`src/rtl/mbox_pkg.sv`:
```
package mbox_pkg;
  localparam int BUS_W  = 32;
  localparam int ADDR_W = 7;
  localparam int BYTE_W = 8;
  localparam int BANK_W = 8;

  localparam logic [ADDR_W-1:0] OFS_STAT = 7'h40;
  localparam logic [ADDR_W-1:0] OFS_LCTL = 7'h48;
  localparam logic [ADDR_W-1:0] OFS_RCTL = 7'h4C;
  localparam logic [ADDR_W-1:0] OFS_IEN  = 7'h50;

  localparam int LCTL_RCV  = 7;
  localparam int LCTL_MASK = 1;
  localparam int LCTL_BELL = 0;
  localparam int RCTL_ACK  = 7;
  localparam int RCTL_RING = 0;
endpackage

```
`src/rtl/mbox_data_regs.sv`:
```
module mbox_data_regs #(
  parameter int NUM_REGS = 16,
  parameter int BYTE_W   = 8,
  localparam int IDX_W   = $clog2(NUM_REGS)
) (
  input  logic              clk,
  input  logic              rst,
  input  logic              a_we,
  input  logic [IDX_W-1:0]  a_idx,
  input  logic [BYTE_W-1:0] a_wdata,
  input  logic              b_we,
  input  logic [IDX_W-1:0]  b_idx,
  input  logic [BYTE_W-1:0] b_wdata,
  output logic [BYTE_W-1:0] a_rbyte,
  output logic [BYTE_W-1:0] b_rbyte
);
  logic [BYTE_W-1:0] mem [NUM_REGS];

  // Port b (remote) is written last so it wins a same-index collision.
  always_ff @(posedge clk) begin
    if (rst) begin
      for (int i = 0; i < NUM_REGS; i++) mem[i] <= '0;
    end else begin
      if (a_we) mem[a_idx] <= a_wdata;
      if (b_we) mem[b_idx] <= b_wdata;
    end
  end

  assign a_rbyte = mem[a_idx];
  assign b_rbyte = mem[b_idx];

  // remote write wins on collision
  a_r3_remote_wins: assert property (@(posedge clk) disable iff (rst)
    (a_we && b_we && a_idx == b_idx) |=> (mem[$past(b_idx)] == $past(b_wdata)));
endmodule

```
`src/rtl/mbox_irq_status.sv`:
```
module mbox_irq_status #(
  parameter int NUM_REGS = 16,
  parameter int BANK_W   = 8,
  localparam int IDX_W   = $clog2(NUM_REGS),
  localparam int BANKS   = NUM_REGS / BANK_W
) (
  input  logic                clk,
  input  logic                rst,
  input  logic                set_we,
  input  logic [IDX_W-1:0]    set_idx,
  input  logic [NUM_REGS-1:0] clr_mask,
  input  logic [BANKS-1:0]    en_we,
  input  logic [BANK_W-1:0]   en_wdata,
  output logic [NUM_REGS-1:0] status,
  output logic [NUM_REGS-1:0] enable,
  output logic                pend
);
  logic [NUM_REGS-1:0] set_vec;

  always_comb begin
    set_vec = '0;
    if (set_we && enable[set_idx]) set_vec[set_idx] = 1'b1;
  end

  // Set takes priority over a same-cycle clear.
  always_ff @(posedge clk) begin
    if (rst) status <= '0;
    else     status <= (status & ~clr_mask) | set_vec;
  end

  for (genvar b = 0; b < BANKS; b++) begin : g_bank
    always_ff @(posedge clk) begin
      if (rst)           enable[b*BANK_W +: BANK_W] <= '0;
      else if (en_we[b]) enable[b*BANK_W +: BANK_W] <= en_wdata;
    end
  end

  assign pend = |(status & enable);

  // enabled remote write raises status
  a_r4_status_set: assert property (@(posedge clk) disable iff (rst)
    (set_we && enable[set_idx]) |=> status[$past(set_idx)]);
  // disabled register never raises status
  a_r4_no_set_disabled: assert property (@(posedge clk) disable iff (rst)
    (set_we && !enable[set_idx] && !status[set_idx]) |=> !status[$past(set_idx)]);
  // write-one-to-clear without a competing set
  a_r5_w1c: assert property (@(posedge clk) disable iff (rst)
    (clr_mask != '0 && !set_we) |=> ((status & $past(clr_mask)) == '0));
endmodule

```
`src/rtl/mbox_ctrl.sv`:
```
module mbox_ctrl (
  input  logic clk,
  input  logic rst,
  input  logic loc_we,
  input  logic loc_clr_rcv,
  input  logic loc_mask_val,
  input  logic loc_send,
  input  logic rem_we,
  input  logic rem_ring,
  input  logic rem_ack,
  output logic rcv,
  output logic mask,
  output logic bell
);
  always_ff @(posedge clk) begin
    if (rst) begin
      rcv  <= 1'b0;
      mask <= 1'b0;
      bell <= 1'b0;
    end else begin
      rcv  <= (rcv & ~(loc_we & loc_clr_rcv)) | (rem_we & rem_ring);
      bell <= (bell & ~(rem_we & rem_ack)) | (loc_we & loc_send);
      if (loc_we) mask <= loc_mask_val;
    end
  end

  // one write clears the flag and unmasks
  a_r9_unmask: assert property (@(posedge clk) disable iff (rst)
    (loc_we && loc_clr_rcv && !loc_mask_val && !(rem_we && rem_ring)) |=> (!rcv && !mask));
  // flag holds until cleared by bit 7
  a_r8_flag_hold: assert property (@(posedge clk) disable iff (rst)
    (rcv && !(loc_we && loc_clr_rcv)) |=> rcv);
  // doorbell holds until acknowledged
  a_r7_bell_hold: assert property (@(posedge clk) disable iff (rst)
    (bell && !(rem_we && rem_ack)) |=> bell);
  // send raises doorbell
  a_r7_bell_set: assert property (@(posedge clk) disable iff (rst)
    (loc_we && loc_send) |=> bell);
endmodule

```
`src/rtl/byte_mailbox.sv`:
```
module byte_mailbox
  import mbox_pkg::*;
#(
  parameter int NUM_REGS = 16,
  localparam int IDX_W   = $clog2(NUM_REGS),
  localparam int BANKS   = NUM_REGS / BANK_W,
  localparam int DATA_SPAN = NUM_REGS * 4
) (
  input  logic              clk,
  input  logic              rst,
  input  logic [ADDR_W-1:0] loc_addr,
  input  logic              loc_wr,
  input  logic [BUS_W-1:0]  loc_wdata,
  input  logic              loc_rd,
  output logic [BUS_W-1:0]  loc_rdata,
  input  logic [ADDR_W-1:0] rem_addr,
  input  logic              rem_wr,
  input  logic [BUS_W-1:0]  rem_wdata,
  input  logic              rem_rd,
  output logic [BUS_W-1:0]  rem_rdata,
  output logic              loc_irq,
  output logic              rem_doorbell
);
  logic                loc_in_data, rem_in_data;
  logic [IDX_W-1:0]    loc_idx, rem_idx;
  logic [BYTE_W-1:0]   loc_byte, rem_byte;
  logic [NUM_REGS-1:0] clr_mask, status, enable;
  logic [BANKS-1:0]    en_we;
  logic                pend, rcv, mask;
  logic                loc_lctl_we, rem_rctl_we;
  logic [BUS_W-1:0]    loc_rnext, rem_rnext;
  logic                unused_bits;

  assign unused_bits = ^{loc_wdata[BUS_W-1:BYTE_W], rem_wdata[BUS_W-1:BYTE_W]};

  assign loc_in_data = (int'(loc_addr) < DATA_SPAN) && (loc_addr[1:0] == 2'b00);
  assign rem_in_data = (int'(rem_addr) < DATA_SPAN) && (rem_addr[1:0] == 2'b00);
  assign loc_idx     = loc_addr[IDX_W+1:2];
  assign rem_idx     = rem_addr[IDX_W+1:2];
  assign loc_lctl_we = loc_wr && (loc_addr == OFS_LCTL);
  assign rem_rctl_we = rem_wr && (rem_addr == OFS_RCTL);

  function automatic logic [ADDR_W-1:0] bank_ofs(logic [ADDR_W-1:0] base, int b);
    return base + ADDR_W'(4 * b);
  endfunction

  always_comb begin
    clr_mask = '0;
    en_we    = '0;
    for (int b = 0; b < BANKS; b++) begin
      if (loc_wr && loc_addr == bank_ofs(OFS_STAT, b))
        clr_mask[b*BANK_W +: BANK_W] = loc_wdata[BANK_W-1:0];
      if (loc_wr && loc_addr == bank_ofs(OFS_IEN, b))
        en_we[b] = 1'b1;
    end
  end

  mbox_data_regs #(.NUM_REGS(NUM_REGS), .BYTE_W(BYTE_W)) u_data (
    .clk     (clk),
    .rst     (rst),
    .a_we    (loc_wr && loc_in_data),
    .a_idx   (loc_idx),
    .a_wdata (loc_wdata[BYTE_W-1:0]),
    .b_we    (rem_wr && rem_in_data),
    .b_idx   (rem_idx),
    .b_wdata (rem_wdata[BYTE_W-1:0]),
    .a_rbyte (loc_byte),
    .b_rbyte (rem_byte)
  );

  mbox_irq_status #(.NUM_REGS(NUM_REGS), .BANK_W(BANK_W)) u_stat (
    .clk      (clk),
    .rst      (rst),
    .set_we   (rem_wr && rem_in_data),
    .set_idx  (rem_idx),
    .clr_mask (clr_mask),
    .en_we    (en_we),
    .en_wdata (loc_wdata[BANK_W-1:0]),
    .status   (status),
    .enable   (enable),
    .pend     (pend)
  );

  mbox_ctrl u_ctrl (
    .clk          (clk),
    .rst          (rst),
    .loc_we       (loc_lctl_we),
    .loc_clr_rcv  (loc_wdata[LCTL_RCV]),
    .loc_mask_val (loc_wdata[LCTL_MASK]),
    .loc_send     (loc_wdata[LCTL_BELL]),
    .rem_we       (rem_rctl_we),
    .rem_ring     (rem_wdata[RCTL_RING]),
    .rem_ack      (rem_wdata[RCTL_ACK]),
    .rcv          (rcv),
    .mask         (mask),
    .bell         (rem_doorbell)
  );

  always_comb begin
    loc_rnext = '0;
    if (loc_in_data) loc_rnext[BYTE_W-1:0] = loc_byte;
    for (int b = 0; b < BANKS; b++) begin
      if (loc_addr == bank_ofs(OFS_STAT, b)) loc_rnext[BANK_W-1:0] = status[b*BANK_W +: BANK_W];
      if (loc_addr == bank_ofs(OFS_IEN, b))  loc_rnext[BANK_W-1:0] = enable[b*BANK_W +: BANK_W];
    end
    if (loc_addr == OFS_LCTL) begin
      loc_rnext[LCTL_RCV]  = rcv;
      loc_rnext[LCTL_MASK] = mask;
      loc_rnext[LCTL_BELL] = rem_doorbell;
    end
    if (loc_addr == OFS_RCTL) begin
      loc_rnext[RCTL_ACK]  = rem_doorbell;
      loc_rnext[RCTL_RING] = rcv;
    end
  end

  always_comb begin
    rem_rnext = '0;
    if (rem_in_data) rem_rnext[BYTE_W-1:0] = rem_byte;
    if (rem_addr == OFS_RCTL) begin
      rem_rnext[RCTL_ACK]  = rem_doorbell;
      rem_rnext[RCTL_RING] = rcv;
    end
  end

  always_ff @(posedge clk) begin
    if (rst) begin
      loc_rdata <= '0;
      rem_rdata <= '0;
      loc_irq   <= 1'b0;
    end else begin
      if (loc_rd) loc_rdata <= loc_rnext;
      if (rem_rd) rem_rdata <= rem_rnext;
      loc_irq <= (rcv & ~mask) | pend;
    end
  end

  // no source active means interrupt low next cycle
  a_r10_quiet: assert property (@(posedge clk) disable iff (rst)
    ((!rcv || mask) && !pend) |=> !loc_irq);
  // enabled status drives interrupt
  a_r10_pend_irq: assert property (@(posedge clk) disable iff (rst)
    pend |=> loc_irq);
  // reserved bytes of message reads are zero
  a_r2_upper_zero: assert property (@(posedge clk) disable iff (rst)
    (loc_rd && loc_in_data) |=> (loc_rdata[BUS_W-1:BYTE_W] == '0));
endmodule

```
`config.mk`:
```
export PLATFORM = sky130hd
export DESIGN_NAME = byte_mailbox
export DESIGN_NICKNAME = d
export VERILOG_FILES = /design/src/rtl/mbox_pkg.sv /design/src/rtl/mbox_data_regs.sv /design/src/rtl/mbox_irq_status.sv /design/src/rtl/mbox_ctrl.sv /design/src/rtl/byte_mailbox.sv
export SDC_FILE = /design/constraint.sdc
export NUM_CORES = 1
export LEC_CHECK = 0
export BUFFER_PORTS_ARGS = -buffer_cell sky130_fd_sc_hd__buf_4
export CAP_MARGIN = 20
export CORE_AREA = 8 8 192 158
export CTS_BUF_LIST = sky130_fd_sc_hd__clkbuf_16
export CTS_CLUSTER_SIZE = 30
export DETAILED_ROUTE_END_ITERATION = 8
export DIE_AREA = 0 0 200 166
export PLACE_DENSITY = 0.65
export SLEW_MARGIN = 30
export SYNTH_ARGS = -nofsm -noshare
export SYNTH_HDL_FRONTEND = slang
export SYNTH_SLANG_ARGS = --single-unit
export TNS_END_PERCENT = 1
```
`constraint.sdc`:
```
create_clock -name clk -period 6.5 [get_ports clk]
set_clock_uncertainty 0.05 [all_clocks]
set_input_delay 0.975 -clock clk [delete_from_list [all_inputs] [get_ports clk]]
set_output_delay 0.975 -clock clk [all_outputs]
set_load 0.05 [all_outputs]
```
### Yosys cells after proc, flatten, opt, wreduce, memory -nomap -nowiden

Memory sizes are Yosys's and may differ from the RTL's.
Cells that the tools add are included.

| word-level totals | value |
|---|---|
| register bits after elaboration | 52 |
| RAM bits | 128 |
| logic and storage cells | 90 |
| memories kept | 1 |

| operators by class | value |
|---|---|
| order comparisons | 4 |
| equality and inequality tests | 7 |
| multiplexer cells | 35 |
| bitwise logic cells | 17 |
| reduce and logical (&&, ||, !) cells | 17 |

Memory list:

| name | words | bits a word | rd ports | clocked after memory_dff | write ports | line | text |
|---|---|---|---|---|---|---|---|
| u_data.mem | 16 | 8 | 2 | 0 | 16 | mbox_data_regs.sv:17 | `logic [BYTE_W-1:0] mem [NUM_REGS];` |

Operator list:

| cell | count |
|---|---|
| two-way mux 8 bit | 10 |
| equality test 7 bit (second input constant) | 7 |
| bitwise AND 16 bit | 2 |
| two-way mux 1 bit | 19 |
| two-way mux 16 bit | 1 |
| NOT 16 bit | 1 |
| OR 16 bit | 1 |
| OR reduction 16 bit | 1 |
| OR reduction 8 bit | 2 |
| less-than comparator 7 bit (second input constant) | 2 |
| logical AND 1 bit | 12 |
| two-way mux 4 bit | 2 |
| bitwise AND 1 bit | 7 |
| less-than comparator 4 x 5 -> 1 bit (second input constant) | 1 |
| binary-select mux 1 bit (select 4 bit) | 1 |
| demux 1 bit (select 4 bit) | 1 |
| greater-or-equal comparator 4 x 1 -> 1 bit (second input constant) | 1 |
| zero test 2 bit | 2 |
| NOT 1 bit | 3 |
| OR 1 bit | 3 |
| two-way mux 2 bit | 1 |

### Longest topological paths before layout

| logic depth | value |
|---|---|
| depth in word-level cells | 9 |
| mapped depth | 9 |
| mapped depth without buffers | 5 |

### Hierarchy

From an unflattened synthesis, not the netlist that was laid out.

| second synthesis, totals | value |
|---|---|
| cells, all modules | 926 |
| area, all modules | 10976.8 µm² |

Modules (own cells, without submodules):

| module | instances | cells an instance | area an instance (µm²) | sequential area each (µm²) |
|---|---|---|---|---|
| mbox_data_regs | 1 | 534 | 7707.4 | 3843.7 |
| byte_mailbox | 1 | 232 | 1761.7 | 340.3 |
| mbox_irq_status | 1 | 149 | 1388.8 | 640.6 |
| mbox_ctrl | 1 | 11 | 118.9 | 60.1 |

### Worst setup path after synthesis

Ideal clock, no wire load.

| path | value |
|---|---|
| path type | input -> register |
| from | input loc_addr[6] |
| to | memory u_data.mem[10][0] (enable) |
| arrival | 2.536 ns |
| setup slack | 3.536 ns |
| cell stages on the path | 4 |
| path buffers | 0 |
| path through | or3_1 -> nor3b_4 -> nand3b_4 -> o221ai_1 |

RTL lines:

| what | line | text |
|---|---|---|
| start, declared | byte_mailbox.sv:11 | `input logic [ADDR_W-1:0] loc_addr,` |
| end, declared | mbox_data_regs.sv:17 |  |

==> results.sh <==
export IMPL_status="finished, final reports clean"
export IMPL_synthCells=868
export IMPL_antenna_found_initial=2
export IMPL_hold_viol=0
export IMPL_detail_route_antenna_nets=0
export IMPL_grt_use_total_pct=20.42
export IMPL_slew_viol_final=0
export IMPL_die_w_um=200
export IMPL_end_kind="register"
export IMPL_htreeDepth=4
export IMPL_grt_overflow_total=0
export IMPL_firstDrtPassIters=5
export IMPL_place_gp_congestion=0.9522
export IMPL_async_reset_ff_share_pct=0
export IMPL_hp_class="reg2reg"
export IMPL_die_h_um=166
export IMPL_stdcell_area_um2=11610
export IMPL_max_freq_ghz=0.2828
export IMPL_n_antenna_cell=0
export IMPL_ctsLongestPathBuffers=2
export IMPL_cts_tree="yes"
export IMPL_core_area_um2=27460
export IMPL_postSynthAreaPerCell_um2=12.29
export IMPL_syn_to_final_growth_pct=8.771
export IMPL_root_buffer="clkbuf_16"
export IMPL_grt_max_degree=50
export IMPL_grt_pass1_wl_um=50470
export IMPL_clock_latency_ns=0.45
export IMPL_fin_crit_ns=3.536
export IMPL_final_setup_tns_ns=0
export IMPL_drc=0
export IMPL_die_area_um2=33200
export IMPL_dp_hpwl_um=23630
export IMPL_fin_crit_sh_pct=54.39
export IMPL_total_power_mw=2.698
export IMPL_critPathTopFamily="simple AND/OR/NAND/NOR gates"
export IMPL_io_pins=150
export IMPL_yosysUniqueCellTypes=64
export IMPL_place_area_um2=11040
export IMPL_vias=8127
export IMPL_synthesis_area_um2=10670
export IMPL_ys_flop_type="edfxtp_1"
export IMPL_path_clk_slew_ns=0.07
export IMPL_dp_cells=1210
export IMPL_portBuffers=53
export IMPL_synth_seq_cells=180
export IMPL_viasPerCell=6.543
export IMPL_hold_buffers=0
export IMPL_critPathRequiredTime_ns=6.53
export IMPL_synth_common_cells="135 x a22o_1, 128 x edfxtp_1, 65 x mux4_2"
export IMPL_register_area_um2=4885
export IMPL_wire_per_inst_um=27.77
export IMPL_p_per_area_nw_per_um2=232.5
export IMPL_holdWs_ns=0.4248
export IMPL_rows=55
export IMPL_drt_iter0_drc=980
export IMPL_grt_pass1_vias=7707
export IMPL_setup_viol=0
export IMPL_start_util_pct=38.86
export IMPL_cts_repair_resize_count=0
export IMPL_slowest_stage="nor3_2"
export IMPL_multiInputGateArea_um2=5231
export IMPL_numCtsBuffers=17
export IMPL_numClockSinks=180
export IMPL_crit_fanout=46
export IMPL_ys_warn_count=0
export IMPL_tightest_slew_ns=0.9665
export IMPL_yosys_cell_count_top_type="a22o_1"
export IMPL_routed_wl_um=34490
export IMPL_p_leak_nw=4.045
export IMPL_ys_top_cells_by_area="edfxtp_1 36%, mux4_2 14%, a22o_1 11%"
export IMPL_cp_start_kind="input pin"
export IMPL_layout_nets=943
export IMPL_drive_gt1_share_pct=23.85
export IMPL_yosysTopAreaCell="edfxtp_1"
export IMPL_rsz0062_at_grt="false"
export IMPL_crit_path_max_incr_delay_ns=0.88
export IMPL_peakVddDrop_v=0.0001936
export IMPL_drv_cap=0
export IMPL_cts_setup_buffers=0
export IMPL_critPathKind="in2reg"
export IMPL_synth_edf_count=128
export IMPL_worstPathArrival_ns=3.56
export IMPL_critical_path_buf_inv_count=1
export IMPL_synth_top_area_share_pct=36.02
export IMPL_ys_seq_area_share_pct=45.78
export IMPL_fillers=2568
export IMPL_cp_cell_sequence="buf_4 -> nand2b_1 -> nor3_2 -> a311o_1"
export IMPL_final_instance_count_excl_fill=1242
export IMPL_maxSlewHeadroom_pct=35.21
==> tightest hold or removal path, stage by stage (launching register included) <==
cell	delay, ns
dfxtp_1	0.31
inv_1	0.05
o32ai_1	0.07
==> registers in the layout, indices dropped and copies added, names as in the netlist, 8 cells and up <==
register       count
u_data.mem       128
u_stat.enable     16
u_stat.status     16
loc_rdata          8
rem_rdata          8
==> per-stage QoR <==
step	util (%)	setup slack [ns]
finish	42.27	2.964
global route	42.27	2.870
CTS	42.25	2.978
detailed placement	40.20	2.534
global placement	40.18	2.531
floorplan	-	3.536
==> where the power goes <==
part           leakage, nW  switching [mW]  internal (mW)
clock                0.279           0.507          0.508
combinational         2.13           0.263          0.115
sequential            1.64          0.0332           1.27
total                 4.05           0.803           1.89
==> cells by family after synthesis <==
logic type	after synthesis	synth area share, %
AND/OR/NAND/NOR	193	11.09
AO/OA/AOI/OAI	251	19.01
other	1	0.03514
buffers and inverters	143	6.965
flip-flops	180	45.78
multiplexers	100	17.12
==> path summary, 6_finish.rpt <==
kind              cells past startpoint                          to  slack (ns)                         from
setup / recovery                      4  u_data.mem[1][5]$_DFFE_PP_        2.96                  rem_addr[2]
hold / removal                        2   rem_rdata[2]$_SDFFE_PP0P_        0.42    rem_rdata[2]$_SDFFE_PP0P_
setup reg to reg                      5   loc_rdata[4]$_SDFFE_PP0P_        4.23  u_data.mem[10][4]$_DFFE_PP_
hold reg to reg                       2   rem_rdata[2]$_SDFFE_PP0P_        0.42    rem_rdata[2]$_SDFFE_PP0P_
==> per-layer routing <==
layer | vias to the layer above | routed length [um] | track usage (%)
li1 | 3405 | - | -
met1 | 4116 | 14350 | 29.16
met2 | 538 | 15010 | 29.03
met3 | 64 | 4276 | 6.441
met4 | 4 | 827 | 6.166
met5 | - | 23 | 0
==> cell type report <==
class                   count  area share [%]
flip-flops and latches    180           42.09
multi-input cells         592           45.07
clock inverters            15           1.175
clock buffers              17           3.665
well taps                 370           3.989
repair buffers             56           3.622
inverters                  12          0.3881
==> placed cells by master, fill, tap and decap left out, types with 6 or more instances in the layout <==
master and n:
inv_1 11, mux4_2 65, nand2_1 34, a31o_2 10, a22o_1 135, nor3_1 6
o221ai_1 14, and3_1 11, or3_1 6, mux2i_1 25, nor2_1 57, o32ai_1 6
a21oi_1 30, conb_1 48, dfxtp_1 52, mux2_2 10, a31oi_1 6, nand2b_1 6
clkbuf_16 17, nand3_1 17, nor3_2 16, buf_4 56, o21ai_0 12, edfxtp_1 128
No activity file was read; power rests on OpenSTA's default activity.
